==> config.mk <==
export PLATFORM = sky130hd
export DESIGN_NAME = mseq_ctrl
export DESIGN_NICKNAME = d
export VERILOG_FILES = /design/src/rtl/mseq_pkg.sv /design/src/rtl/mseq_rst_sync.sv /design/src/rtl/mseq_rom.sv /design/src/rtl/mseq_next.sv /design/src/rtl/mseq_ctrl.sv
export SDC_FILE = /design/constraint.sdc
export NUM_CORES = 1
export LEC_CHECK = 0
export BUFFER_PORTS_ARGS = -buffer_cell sky130_fd_sc_hd__buf_4
export CORE_MARGIN = 2
export CORE_UTILIZATION = 47
export DETAILED_ROUTE_END_ITERATION = 12
export GPL_TIMING_DRIVEN = 0
export HOLD_SLACK_MARGIN = 0.06
export PLACE_DENSITY_LB_ADDON = 0.12
export SLEW_MARGIN = 20
export SYNTH_ARGS = -nofsm -noshare
export SYNTH_HDL_FRONTEND = slang
export SYNTH_HIERARCHICAL = 1
export SYNTH_SLANG_ARGS = --single-unit
==> constraint.sdc <==
create_clock -name clk -period 1.32 [get_ports clk]
set_input_delay 0 -clock clk [delete_from_list [all_inputs] [get_ports clk]]
set_output_delay 0 -clock clk [all_outputs]
set_load 0.01 [all_outputs]
==> src/rtl/mseq_pkg.sv <==
package mseq_pkg;
  localparam int CTL_W   = 16;
  localparam int SEQ_W   = 2;
  localparam int UA_W    = 4;
  localparam int UA_USED = 10;

  typedef logic [UA_W-1:0] uaddr_t;

  typedef enum logic [SEQ_W-1:0] {
    SQ_INC   = 2'd0,
    SQ_DSP1  = 2'd1,
    SQ_DSP2  = 2'd2,
    SQ_FETCH = 2'd3
  } seq_e;

  localparam uaddr_t UA_FETCH  = 4'd0;
  localparam uaddr_t UA_DECODE = 4'd1;
  localparam uaddr_t UA_MADDR  = 4'd2;
  localparam uaddr_t UA_LDRD   = 4'd3;
  localparam uaddr_t UA_LDWB   = 4'd4;
  localparam uaddr_t UA_STWR   = 4'd5;
  localparam uaddr_t UA_REXE   = 4'd6;
  localparam uaddr_t UA_RWB    = 4'd7;
  localparam uaddr_t UA_BR     = 4'd8;
  localparam uaddr_t UA_JMP    = 4'd9;

  localparam int B_MEMRD = 3;
  localparam int B_MEMWR = 4;
endpackage

==> src/rtl/mseq_rst_sync.sv <==
module mseq_rst_sync #(
  parameter int STAGES = 2
) (
  input  logic clk,
  input  logic rst_n,
  output logic rst_q
);
  logic [STAGES-1:0] sh_q;
  logic [STAGES-1:0] sh_d;

  always_comb begin
    sh_d = {sh_q[STAGES-2:0], 1'b1};
  end

  always_ff @(posedge clk or negedge rst_n) begin
    if (!rst_n) sh_q <= '0;
    else        sh_q <= sh_d;
  end

  assign rst_q = sh_q[STAGES-1];
endmodule

==> src/rtl/mseq_rom.sv <==
module mseq_rom
  import mseq_pkg::*;
(
  input  uaddr_t           addr,
  output logic [CTL_W-1:0] ctl,
  output seq_e             seq
);
  // word = {sequencing code, control bits}
  always_comb begin
    case (addr)
      UA_FETCH:  begin ctl = 16'h0429; seq = SQ_INC;   end // read mem, load IR, PC+4
      UA_DECODE: begin ctl = 16'h0C00; seq = SQ_DSP1;  end // branch target precompute
      UA_MADDR:  begin ctl = 16'h0A00; seq = SQ_DSP2;  end // base + offset
      UA_LDRD:   begin ctl = 16'h000C; seq = SQ_INC;   end
      UA_LDWB:   begin ctl = 16'h0140; seq = SQ_FETCH; end
      UA_STWR:   begin ctl = 16'h0014; seq = SQ_FETCH; end
      UA_REXE:   begin ctl = 16'h2200; seq = SQ_INC;   end
      UA_RWB:    begin ctl = 16'h0180; seq = SQ_FETCH; end
      UA_BR:     begin ctl = 16'h5202; seq = SQ_FETCH; end
      UA_JMP:    begin ctl = 16'h8001; seq = SQ_FETCH; end
      default:   begin ctl = '0;       seq = SQ_FETCH; end
    endcase
  end
endmodule

==> src/rtl/mseq_next.sv <==
module mseq_next
  import mseq_pkg::*;
#(
  parameter int                OPC_W     = 6,
  parameter logic [OPC_W-1:0] OP_RTYPE  = 'h00,
  parameter logic [OPC_W-1:0] OP_LOAD   = 'h23,
  parameter logic [OPC_W-1:0] OP_STORE  = 'h2B,
  parameter logic [OPC_W-1:0] OP_BRANCH = 'h04,
  parameter logic [OPC_W-1:0] OP_JUMP   = 'h02
) (
  input  uaddr_t           upc,
  input  seq_e             seq,
  input  logic [OPC_W-1:0] opcode,
  output uaddr_t           upc_nxt
);
  uaddr_t inc_a, dsp1_a, dsp2_a;

  always_comb inc_a = upc + uaddr_t'(1);

  always_comb begin
    if      (opcode == OP_RTYPE)  dsp1_a = UA_REXE;
    else if (opcode == OP_LOAD)   dsp1_a = UA_MADDR;
    else if (opcode == OP_STORE)  dsp1_a = UA_MADDR;
    else if (opcode == OP_BRANCH) dsp1_a = UA_BR;
    else if (opcode == OP_JUMP)   dsp1_a = UA_JMP;
    else                          dsp1_a = UA_FETCH;
  end

  always_comb begin
    if      (opcode == OP_LOAD)  dsp2_a = UA_LDRD;
    else if (opcode == OP_STORE) dsp2_a = UA_STWR;
    else                         dsp2_a = UA_FETCH;
  end

  always_comb begin
    case (seq)
      SQ_INC:  upc_nxt = inc_a;
      SQ_DSP1: upc_nxt = dsp1_a;
      SQ_DSP2: upc_nxt = dsp2_a;
      default: upc_nxt = UA_FETCH;
    endcase
  end
endmodule

==> src/rtl/mseq_ctrl.sv <==
module mseq_ctrl
  import mseq_pkg::*;
#(
  parameter int                OPC_W     = 6,
  parameter logic [OPC_W-1:0] OP_RTYPE  = 'h00,
  parameter logic [OPC_W-1:0] OP_LOAD   = 'h23,
  parameter logic [OPC_W-1:0] OP_STORE  = 'h2B,
  parameter logic [OPC_W-1:0] OP_BRANCH = 'h04,
  parameter logic [OPC_W-1:0] OP_JUMP   = 'h02
) (
  input  logic                      clk,
  input  logic                      rst_n,
  input  logic [OPC_W-1:0]          opcode,
  output logic [mseq_pkg::CTL_W-1:0] ctl
);
  logic   rst_q;
  uaddr_t upc, upc_nxt;
  seq_e   seq;

  mseq_rst_sync #(.STAGES(2)) u_rst (
    .clk   (clk),
    .rst_n (rst_n),
    .rst_q (rst_q)
  );

  mseq_rom u_rom (
    .addr (upc),
    .ctl  (ctl),
    .seq  (seq)
  );

  mseq_next #(
    .OPC_W     (OPC_W),
    .OP_RTYPE  (OP_RTYPE),
    .OP_LOAD   (OP_LOAD),
    .OP_STORE  (OP_STORE),
    .OP_BRANCH (OP_BRANCH),
    .OP_JUMP   (OP_JUMP)
  ) u_next (
    .upc     (upc),
    .seq     (seq),
    .opcode  (opcode),
    .upc_nxt (upc_nxt)
  );

  always_ff @(posedge clk or negedge rst_q) begin
    if (!rst_q) upc <= UA_FETCH;
    else        upc <= upc_nxt;
  end

  // checks
  p_inc_step_r3: assert property (@(posedge clk) disable iff (!rst_q)
    (seq == SQ_INC) |=> (upc == $past(upc) + uaddr_t'(1)));

  p_ret_fetch_r6: assert property (@(posedge clk) disable iff (!rst_q)
    (seq == SQ_FETCH) |=> (upc == UA_FETCH));

  p_dsp1_alu_r4: assert property (@(posedge clk) disable iff (!rst_q)
    (seq == SQ_DSP1 && opcode == OP_RTYPE) |=> (upc == UA_REXE));

  p_dsp2_split_r5: assert property (@(posedge clk) disable iff (!rst_q)
    (seq == SQ_DSP2 && opcode == OP_LOAD) |=> (upc == UA_LDRD));

  p_dsp2_miss_r8: assert property (@(posedge clk) disable iff (!rst_q)
    (seq == SQ_DSP2 && opcode != OP_LOAD && opcode != OP_STORE) |=> (upc == UA_FETCH));

  p_fetch_then_decode_r2: assert property (@(posedge clk) disable iff (!rst_q)
    (upc == UA_FETCH) |=> (upc == UA_DECODE));

  p_mem_excl_r11: assert property (@(posedge clk) disable iff (!rst_q)
    !(ctl[B_MEMRD] && ctl[B_MEMWR]));

  p_upc_range_r4: assert property (@(posedge clk) disable iff (!rst_q)
    int'(upc) < UA_USED);
endmodule

==> results.json, run 1 <==
{
  "rsz0062_at_grt": "yes",
  "dpl.cell_count": 108,
  "critPathLaunchType": "flop",
  "grt_max_degree": 11,
  "drt.antenna.violating_nets": 0,
  "cp_max_fo": 5,
  "area_growth_pct": 68.2,
  "arrival_ns": 1.70,
  "vias": 653,
  "synth-seq-cells": 6,
  "final_cells": 121,
  "synth.distinct_cells": 33,
  "root_buffer": "clkbuf_4",
  "wl_um": 1720,
  "worst-path-stages": 8,
  "antenna_found_initial": 0,
  "maxCapViolCount": 0,
  "drive_gt1_share_pct": 61.3,
  "rows": 13,
  "dr.first_iter.drc_count": 5,
  "wl_per_cell_um": 14.2,
  "path_buf_inv": 2,
  "hold_viol": 0,
  "synth_area_um2": 646,
  "ys_seq_area_share_pct": 23.3,
  "peakVddDrop_mv": 1.41,
  "reg2regPathDepth": 8,
  "initial_core_util_pct": 50.2,
  "chipHeight_um": 41.1,
  "drt_pass1_iterations": 4,
  "synth_top_area_share_pct": 23.3,
  "clock-sinks": 6,
  "core_area_mm2": 0.00128,
  "final.setup.worst_slack_ns": -0.233,
  "numCtsBuffers": 3,
  "numPortBuffers": 23,
  "path_clk_slew_ns": 0.05,
  "skew_ns": 0.00984,
  "vias_per_cell": 5.40,
  "cts_tree": "built",
  "cellLeakagePower_nw": 0.501,
  "required_ns": 1.46,
  "path_cells": "inv_4 -> ha_4 -> and2_4 -> o21ai_4 -> buf_6 -> nor2b_4 -> nand4b_1 -> o311ai_4",
  "setup_viol": 13,
  "fin_nets": 122,
  "synthDominantAreaCellType": "dfrtp_1",
  "grt_pass1_vias": 561,
  "htreeDepth": 1,
  "power_mw": 2.51,
  "grt_overflow": 0,
  "dp_hpwl_um": 1010,
  "rr_endpoint": "upc[2]",
  "drv_slew": 0,
  "critPathTopFamily": "simple AND/OR/NAND/NOR gates",
  "violations": "negative setup slack",
  "r2r_setup_slack_ns": -0.23,
  "ys_warn_count": 6,
  "hold_class": "in2async",
  "fmax_mhz": 644,
  "tns_ns": -1.66,
  "grt_pass1_wl_um": 2460,
  "clk_latency_ns": 0.24,
  "p_per_area_mw_per_mm2": 2310,
  "num_antenna_cells": 0,
  "groute.usage.overall_pct": 22.4,
  "ys_top_cells_by_area": "dfrtp_1 (23%), ha_1 (14%), mux2i_1 (6.2%)",
  "fin_util_pct": 84.5,
  "gp_congestion": 0.676,
  "critPathCaptureType": "flop",
  "clk_path_buf_depth": 2,
  "synth_nets": 85,
  "drc": 0,
  "max_stage_delay_ns": 0.43,
  "min_period_over_period_pct": 118,
  "synthCells": 70,
  "outcome": "finished, violations left",
  "syn_avg_cell_area_um2": 9.22,
  "ioPinCount": 24,
  "r2r_start": "upc[0]",
  "die_x_um": 41.1,
  "slowest_stage": "dfrtp_2",
  "dieArea_mm2": 0.00169,
  "critPathKind": "reg2reg",
  "min_period_ns": 1.55,
  "n_fill_cell": 71
}
logic make-up (layout without fill, tap and decap cells):
logic type | after synthesis | count (layout) | share of synthesized area [%]
DFF | 6 | 6 | 23.3
and+or+nand+nor | 31 | 31 | 33.1
AOI/OAI and AO/OA | 10 | 10 | 11.2
adders and majority gates | 7 | 7 | 13.6
muxes | 4 | 4 | 6.20
buffers and inverters | 9 | 45 | 9.30
other | 1 | 1 | 0.581
xor gates and xnor gates | 2 | 2 | 2.71
power breakdown:
part           total [mW]  switching [mW]  internal, mW
Combinational        2.03           0.961          1.07
Clock               0.178          0.0635         0.114
Sequential          0.307          0.0646         0.242
metrics by stage:
stage | worst slack [ns] | hold slack [ns] | instance area (um^2)
floorplan | -0.168 | -0.296 | 661
global placement | -0.323 | -0.218 | 852
detailed placement | -0.346 | -0.217 | 852
CTS | -0.186 | 0.0774 | 1040
global route | -0.278 | 0.102 | 1090
finish | -0.233 | 0.0881 | 1090
final cells by class:
cell class	instances	area [um^2]	share of cell area (%)
clock buffers	4	26.3	2.42
inverters	4	17.5	1.61
repair buffers	32	249	22.9
multi-input cells	55	573	52.8
plain buffers	5	48.8	4.49
well taps	15	18.8	1.73
flip-flops and latches	6	153	14.1
worst max-delay path by stage:
stage	from	endpoint	slack [ns]
floorplan	upc[0]	upc[2]	-0.17
global placement	upc[0]	upc[3]	-0.32
detailed placement	upc[0]	upc[3]	-0.35
CTS	upc[0]	upc[2]	-0.19
global route	upc[0]	upc[2]	-0.28
finish	upc[0]	upc[2]	-0.23
layout by cell type, fill, tap and decap left out, types with 3 or more instances in the layout:
cell           Yosys  layout
ha_1               7       3
dfrtp_1            6       4
mux2i_1            4       4
nor3_1             4       3
nor2_1             5       3
clkbuf_4           0       3
dlygate4sd3_1      0       3
buf_6              2       4
ha_4               0       3
buf_4              3      29
and2_1             5       4
per-layer routing:
layer | vias to the layer above | global-route usage, % | wire (um)
met5 | - | 0 | 0
met4 | 0 | 5.00 | 48
met3 | 6 | 3.26 | 100
met2 | 28 | 41.8 | 929
met1 | 301 | 26.4 | 644
li1 | 318 | - | -
cell usage after synthesis, drive strengths merged:
library cell	instances
a21oi	1
and3	1
nand4	1
a21o	1
nand3b	1
and2	5
nor2b	4
o32ai	1
nand3	2
nand4b	1
or3	1
nor3	4
nor3b	3
and3b	1
buf	5
ha	7
a41oi	1
inv	4
o311ai	1
xor2	1
nor2	6
conb	1
dfrtp	6
xnor2	1
mux2i	4
nor4	1
a31oi	1
o21ai	4
registers in the layout, indices dropped and copies added, names as in the netlist:
name,cells
u_rst/sh_q,2
upc,4
repair_timing:
item | in CTS | in global routing
endpoints found under the hold margin | 7 | 0
hold buffers | 3 | 0
buffers inserted | 5 | 0
pin swaps | 7 | 0
resized for setup | 19 | 12
setup endpoints to repair | 16 | 17
cloned | 1 | 0
Note: power is estimated with default switching activity, not from simulation.
==> run 2: changes to the inputs <==
ABC_AREA = 1   (was unset)
CTS_CLUSTER_DIAMETER = 200   (was unset)
clock period = 1.6 ns   (was 1.32 ns; I/O delays follow)
==> results.json, run 2 <==
{
  "min_period_ns": 1.48,
  "ys_warn_count": 6,
  "numCtsBuffers": 3,
  "synthCells": 107,
  "yosys.cell_count.top_type": "nand2_1",
  "stdcell_area_um2": 880,
  "drv_slew": 0,
  "hold_class": "in2reg",
  "drt.antenna.violating_nets": 0,
  "n_fill_cell": 128,
  "skew_ns": 0.00509,
  "htreeDepth": 1,
  "setup_viol": 0,
  "ys_top_cells_by_area": "dfrtp_1 (24%), nand2_1 (17%), ha_1 (14%)",
  "rows": 13,
  "cts_setup_buffers": 0,
  "final_common_cell": "nand2_1",
  "critPathCaptureType": "output pin",
  "fmax_mhz": 676,
  "cts_tree": "built",
  "required_ns": 1.60,
  "vias": 705,
  "synthDominantAreaCellType": "dfrtp_1",
  "dieArea_mm2": 0.00165,
  "path_cells": "inv_1 -> ha_1 -> nand3_1 -> inv_1 -> buf_4 -> buf_4",
  "peakVddDrop_mv": 0.838,
  "synth_edf_count": 0,
  "syn_avg_cell_area_um2": 5.88,
  "largest_register": "upc",
  "synth-seq-cells": 6,
  "chipHeight_um": 40.6,
  "dpl.cell_count": 145,
  "drive_gt1_share_pct": 25.0,
  "core_area_mm2": 0.00127,
  "dp_hpwl_um": 1060,
  "reg_top3": "upc: 4 flops, u_rst/sh_q: 2 flops",
  "timing.hold.ws_ns": 0.0875,
  "rsz0062_at_grt": "no",
  "ioPinCount": 24,
  "dr.first_iter.drc_count": 11,
  "drc": 0,
  "area_growth_pct": 39.8,
  "synth-async-reset-ratio_pct": 100,
  "synth.distinct_cells": 12,
  "fin_util_pct": 69.3,
  "hold_viol": 0,
  "grt_max_degree": 11,
  "final_cell_mix": "nand2_1 (28), buf_4 (25), inv_1 (21)",
  "final_cells": 151,
  "initial_core_util_pct": 49.6,
  "synth_common_cells": "nand2_1 (28), inv_1 (22), nor2_1 (21)",
  "groute.usage.overall_pct": 17.0,
  "synth_nets": 122,
  "critPathLaunchType": "flop",
  "outcome": "finished, final reports clean",
  "path_clk_slew_ns": 0.04,
  "wl_um": 1320,
  "cp_max_fo": 7,
  "ys.flop_type": "dfrtp_1",
  "largest_register_ffs": 4,
  "num_antenna_cells": 0,
  "wl_per_cell_um": 8.71,
  "die_x_um": 40.6,
  "ys_seq_area_share_pct": 23.9,
  "arrival_ns": 1.48,
  "min_from": "opcode[0]",
  "critPathKind": "reg2out",
  "synth_area_um2": 629,
  "worstSetupStartpoint": "upc[1]",
  "grt_pass1_wl_um": 1880,
  "critPathTopFamily": "flip-flops",
  "min_period_over_period_pct": 92.5,
  "r2r_start": "upc[1]",
  "grt_overflow": 0,
  "clk_latency_ns": 0.24,
  "p_per_area_mw_per_mm2": 1560,
  "max_stage_delay_ns": 0.46,
  "cellLeakagePower_nw": 0.557,
  "vias_per_cell": 4.67,
  "clock-sinks": 6,
  "tns_ns": 0,
  "placed_area_um2": 821,
  "numPortBuffers": 23,
  "grt_pass1_vias": 501,
  "synth_top_area_share_pct": 23.9,
  "antenna_found_initial": 0,
  "fin_nets": 153,
  "path_buf_inv": 4,
  "root_buffer": "clkbuf_4",
  "clk_path_buf_depth": 2,
  "drt_pass1_iterations": 4,
  "maxCapViolCount": 0,
  "slowest_stage": "dfrtp_1",
  "gp_congestion": 0.741
}
run 2: per-stage QoR:
| step | setup slack [ns] | power [mW] |
|---|---|---|
| 2_1_floorplan | 0.241 | 0.852 |
| 3_5_place_dp | 0.0800 | 1.22 |
| 3_3_place_gp | 0.0835 | 1.20 |
| 4_1_cts | 0.0655 | 1.36 |
| 5_1_grt | 0.00130 | 1.53 |
| 6_report | 0.120 | 1.37 |
run 2: area by class of cell:
| class | instances | area, um^2 | area share, % |
|---|---|---|---|
| Multi-Input combinational cell | 77 | 387 | 44.0 |
| Timing Repair Buffer | 26 | 203 | 23.0 |
| Sequential cell | 6 | 151 | 17.2 |
| Inverter | 22 | 82.6 | 9.39 |
| Clock buffer | 3 | 22.5 | 2.56 |
| Tap cell | 15 | 18.8 | 2.13 |
| Buffer | 2 | 15.0 | 1.71 |
run 2: worst paths after layout:
check	end	cells after the start	slack [ns]
max reg2reg	upc[0]	8	0.13
max in group asynchronous	upc[1]	1	0.88
max	ctl[14]	6	0.12
min reg2reg	u_rst/sh_q[1]	0	0.35
min in group asynchronous	u_rst/sh_q[1]	2	0.11
min	upc[0]	4	0.09
run 2: cells by family (layout without fill, tap and decap cells):
| logic type | after synthesis | after routing | synth area share (%) |
|---|---|---|---|
| simple gates | 68 | 68 | 45.3 |
| buf+inv | 24 | 53 | 15.5 |
| fa+ha+maj | 7 | 7 | 13.9 |
| flops | 6 | 6 | 23.9 |
| other cells | 1 | 1 | 0.596 |
| compound gates | 1 | 1 | 0.794 |
run 2: power by group:
group	leakage, nW	internal [mW]	total (mW)	switching, mW
registers	0.0750	0.196	0.275	0.0789
clock network	0.0138	0.0845	0.133	0.0488
logic	0.468	0.431	0.965	0.534
run 2: per-layer routing:
layer	share of wire (%)	global-route usage (%)	vias to the layer above	routed length (um)
met5	0	0	-	0
met4	0	0	0	0
met1	41	17.7	300	534
met2	52	33.3	26	690
li1	-	-	379	-
met3	6.8	6.67	0	90
run 2: timing repair:
item                       CTS  global route
resized for setup            0             4
hold endpoints to repair     5             0
setup endpoints to repair    0             4
hold buffers                 3             0
run 2: tightest hold or removal path: stages:
cell and delay [ns]:
buf_4 0.09, nor2_1 0.05, nand4_1 0.07, nand3_1 0.07
==> run 3: changes to the inputs <==
CORE_UTILIZATION = 46   (was 47)
SYNTH_HIERARCHICAL = unset   (was 1)
==> results.json, run 3 <==
{
  "cp-endpoint": "ctl[14]",
  "critPathKind": "reg2out",
  "root_buffer": "clkbuf_4",
  "numPortBuffers": 23,
  "required_ns": 1.60,
  "stdcell_area_um2": 827,
  "synthCells": 91,
  "cp_max_fo": 5,
  "num_antenna_cells": 0,
  "fin_util_pct": 66.0,
  "reg2regPathDepth": 8,
  "htreeDepth": 1,
  "skew_ns": 0.00323,
  "rr_endpoint": "upc[2]",
  "area_growth_pct": 37.7,
  "drive_gt1_share_pct": 33.1,
  "fmax_mhz": 691,
  "vias": 643,
  "critPathCaptureType": "output pin",
  "r2r_start": "upc[0]",
  "timing.hold.ws_ns": 0.0628,
  "antenna_found_initial": 0,
  "path_clk_slew_ns": 0.05,
  "n_fill_cell": 121,
  "core_area_mm2": 0.00125,
  "r2r_setup_slack_ns": 0.26,
  "drt_pass1_iterations": 4,
  "final_common_cell": "buf_4",
  "hold_viol": 0,
  "ys_top_cells_by_area": "dfrtp_1 (25%), nand2_1 (14%), ha_1 (13%)",
  "synth_top_area_share_pct": 25.0,
  "dr.first_iter.drc_count": 4,
  "clk_latency_ns": 0.24,
  "syn_avg_cell_area_um2": 6.60,
  "groute.usage.overall_pct": 18.1,
  "maxCapViolCount": 0,
  "min_period_ns": 1.45,
  "synth-seq-cells": 6,
  "die_x_um": 40.1,
  "final_cell_mix": "buf_4 (25), nand2_1 (23), nor2_1 (16)",
  "reg_top3": "upc: 4 flops, u_rst.sh_q: 2 flops",
  "synth-async-reset-ratio_pct": 100,
  "vias_per_cell": 4.83,
  "drv_slew": 0,
  "wl_um": 1260,
  "power_mw": 1.21,
  "fin_nets": 134,
  "p_per_area_mw_per_mm2": 1460,
  "synthDominantAreaCellType": "dfrtp_1",
  "placed_area_um2": 792,
  "synth_common_cells": "nand2_1 (23), nor2_1 (17), inv_1 (10)",
  "critPathLaunchType": "flop",
  "drc": 0,
  "ys_seq_area_share_pct": 25.0,
  "grt_overflow": 0,
  "tns_ns": 0,
  "setup_viol": 0,
  "outcome": "finished, final reports clean",
  "hold_class": "reg2async",
  "clock-sinks": 6,
  "rsz0062_at_grt": "no",
  "gp_congestion": 0.764,
  "cts_setup_buffers": 0,
  "dieArea_mm2": 0.00161,
  "peakVddDrop_mv": 0.585,
  "synth_edf_count": 0,
  "initial_core_util_pct": 48.0,
  "rows": 13,
  "worstSetupStartpoint": "upc[0]",
  "cellLeakagePower_nw": 0.481,
  "ioPinCount": 24,
  "yosys.cell_count.top_type": "nand2_1",
  "grt_max_degree": 10,
  "ys_warn_count": 0,
  "cts_tree": "built",
  "min_period_over_period_pct": 90.5,
  "grt_pass1_vias": 484,
  "numCtsBuffers": 3,
  "wl_per_cell_um": 9.44,
  "arrival_ns": 1.45,
  "drt.antenna.violating_nets": 0,
  "ys.flop_type": "dfrtp_1",
  "chipHeight_um": 40.1,
  "dp_hpwl_um": 1060,
  "grt_pass1_wl_um": 1910,
  "clk_path_buf_depth": 2,
  "synth.distinct_cells": 19,
  "synth_nets": 105,
  "synth_area_um2": 601,
  "largest_register_ffs": 4,
  "largest_register": "upc"
}
run 3: worst min path at each step:
stage / to / from / slack (ns) / cells past startpoint
finish: upc[2] / u_rst.sh_q[1] / 0.06 / 0
CTS: upc[2] / u_rst.sh_q[1] / 0.07 / 0
global route: u_rst.sh_q[1] / rst_n / 0.07 / 2
detailed placement: u_rst.sh_q[0] / rst_n / -0.22 / 1
global placement: u_rst.sh_q[0] / rst_n / -0.22 / 1
floorplan: u_rst.sh_q[0] / rst_n / -0.30 / 0
run 3: power by group:
group | leakage (nW) | switching, mW | internal, mW | total [mW]
clock network | 0.0138 | 0.0542 | 0.0849 | 0.139
registers | 0.0759 | 0.0411 | 0.187 | 0.228
logic | 0.391 | 0.475 | 0.369 | 0.844
total | 0.481 | 0.570 | 0.641 | 1.21
run 3: what timing repair did:
action,4_1_cts,5_1_grt
endpoints found under the setup margin,0,2
hold endpoints to repair,2,0
resized for setup,0,1
hold buffers,1,0
run 3: metrics by stage:
step | setup slack, ns | instances
floorplan | 0.412 | 91
CTS | 0.112 | 133
finish | 0.153 | 133
global route | 0.0318 | 133
global placement | 0.307 | 129
detailed placement | 0.262 | 129
run 3: layout make-up:
class	instances	area [um^2]	area share [%]
repair buffers	24	183	22.1
well taps	15	18.8	2.27
multi-input cells	71	393	47.5
clock buffers	3	22.5	2.72
flip-flops and latches	6	150	18.2
plain buffers	2	15.0	1.82
inverters	12	45.0	5.45
run 3: critical path: stages, from the launching register on:
cell     delay (ns)
dfrtp_1        0.39
inv_1          0.16
ha_1           0.19
nand2_1        0.11
nor2_2         0.14
buf_4          0.12
buf_4          0.10
run 3: cell families (layout without fill, tap and decap cells):
group,Yosys count,in the layout,share of synthesized area [%]
other,1,1,0.624
buffers and inverters,14,41,10.0
flip-flops,6,6,25.0
adder cells (fa/ha/maj),6,6,12.5
AO/OA/AOI/OAI,4,4,3.54
AND/OR/NAND/NOR,60,60,48.3
run 3: routing by layer:
layer / vias to the layer above / global-route usage, % / wire (um)
li1: 338 / - / -
met1: 277 / 19.0 / 475
met2: 24 / 33.1 / 671
met3: 4 / 3.33 / 76
met4: 0 / 10.3 / 33
met5: - / 0 / 0
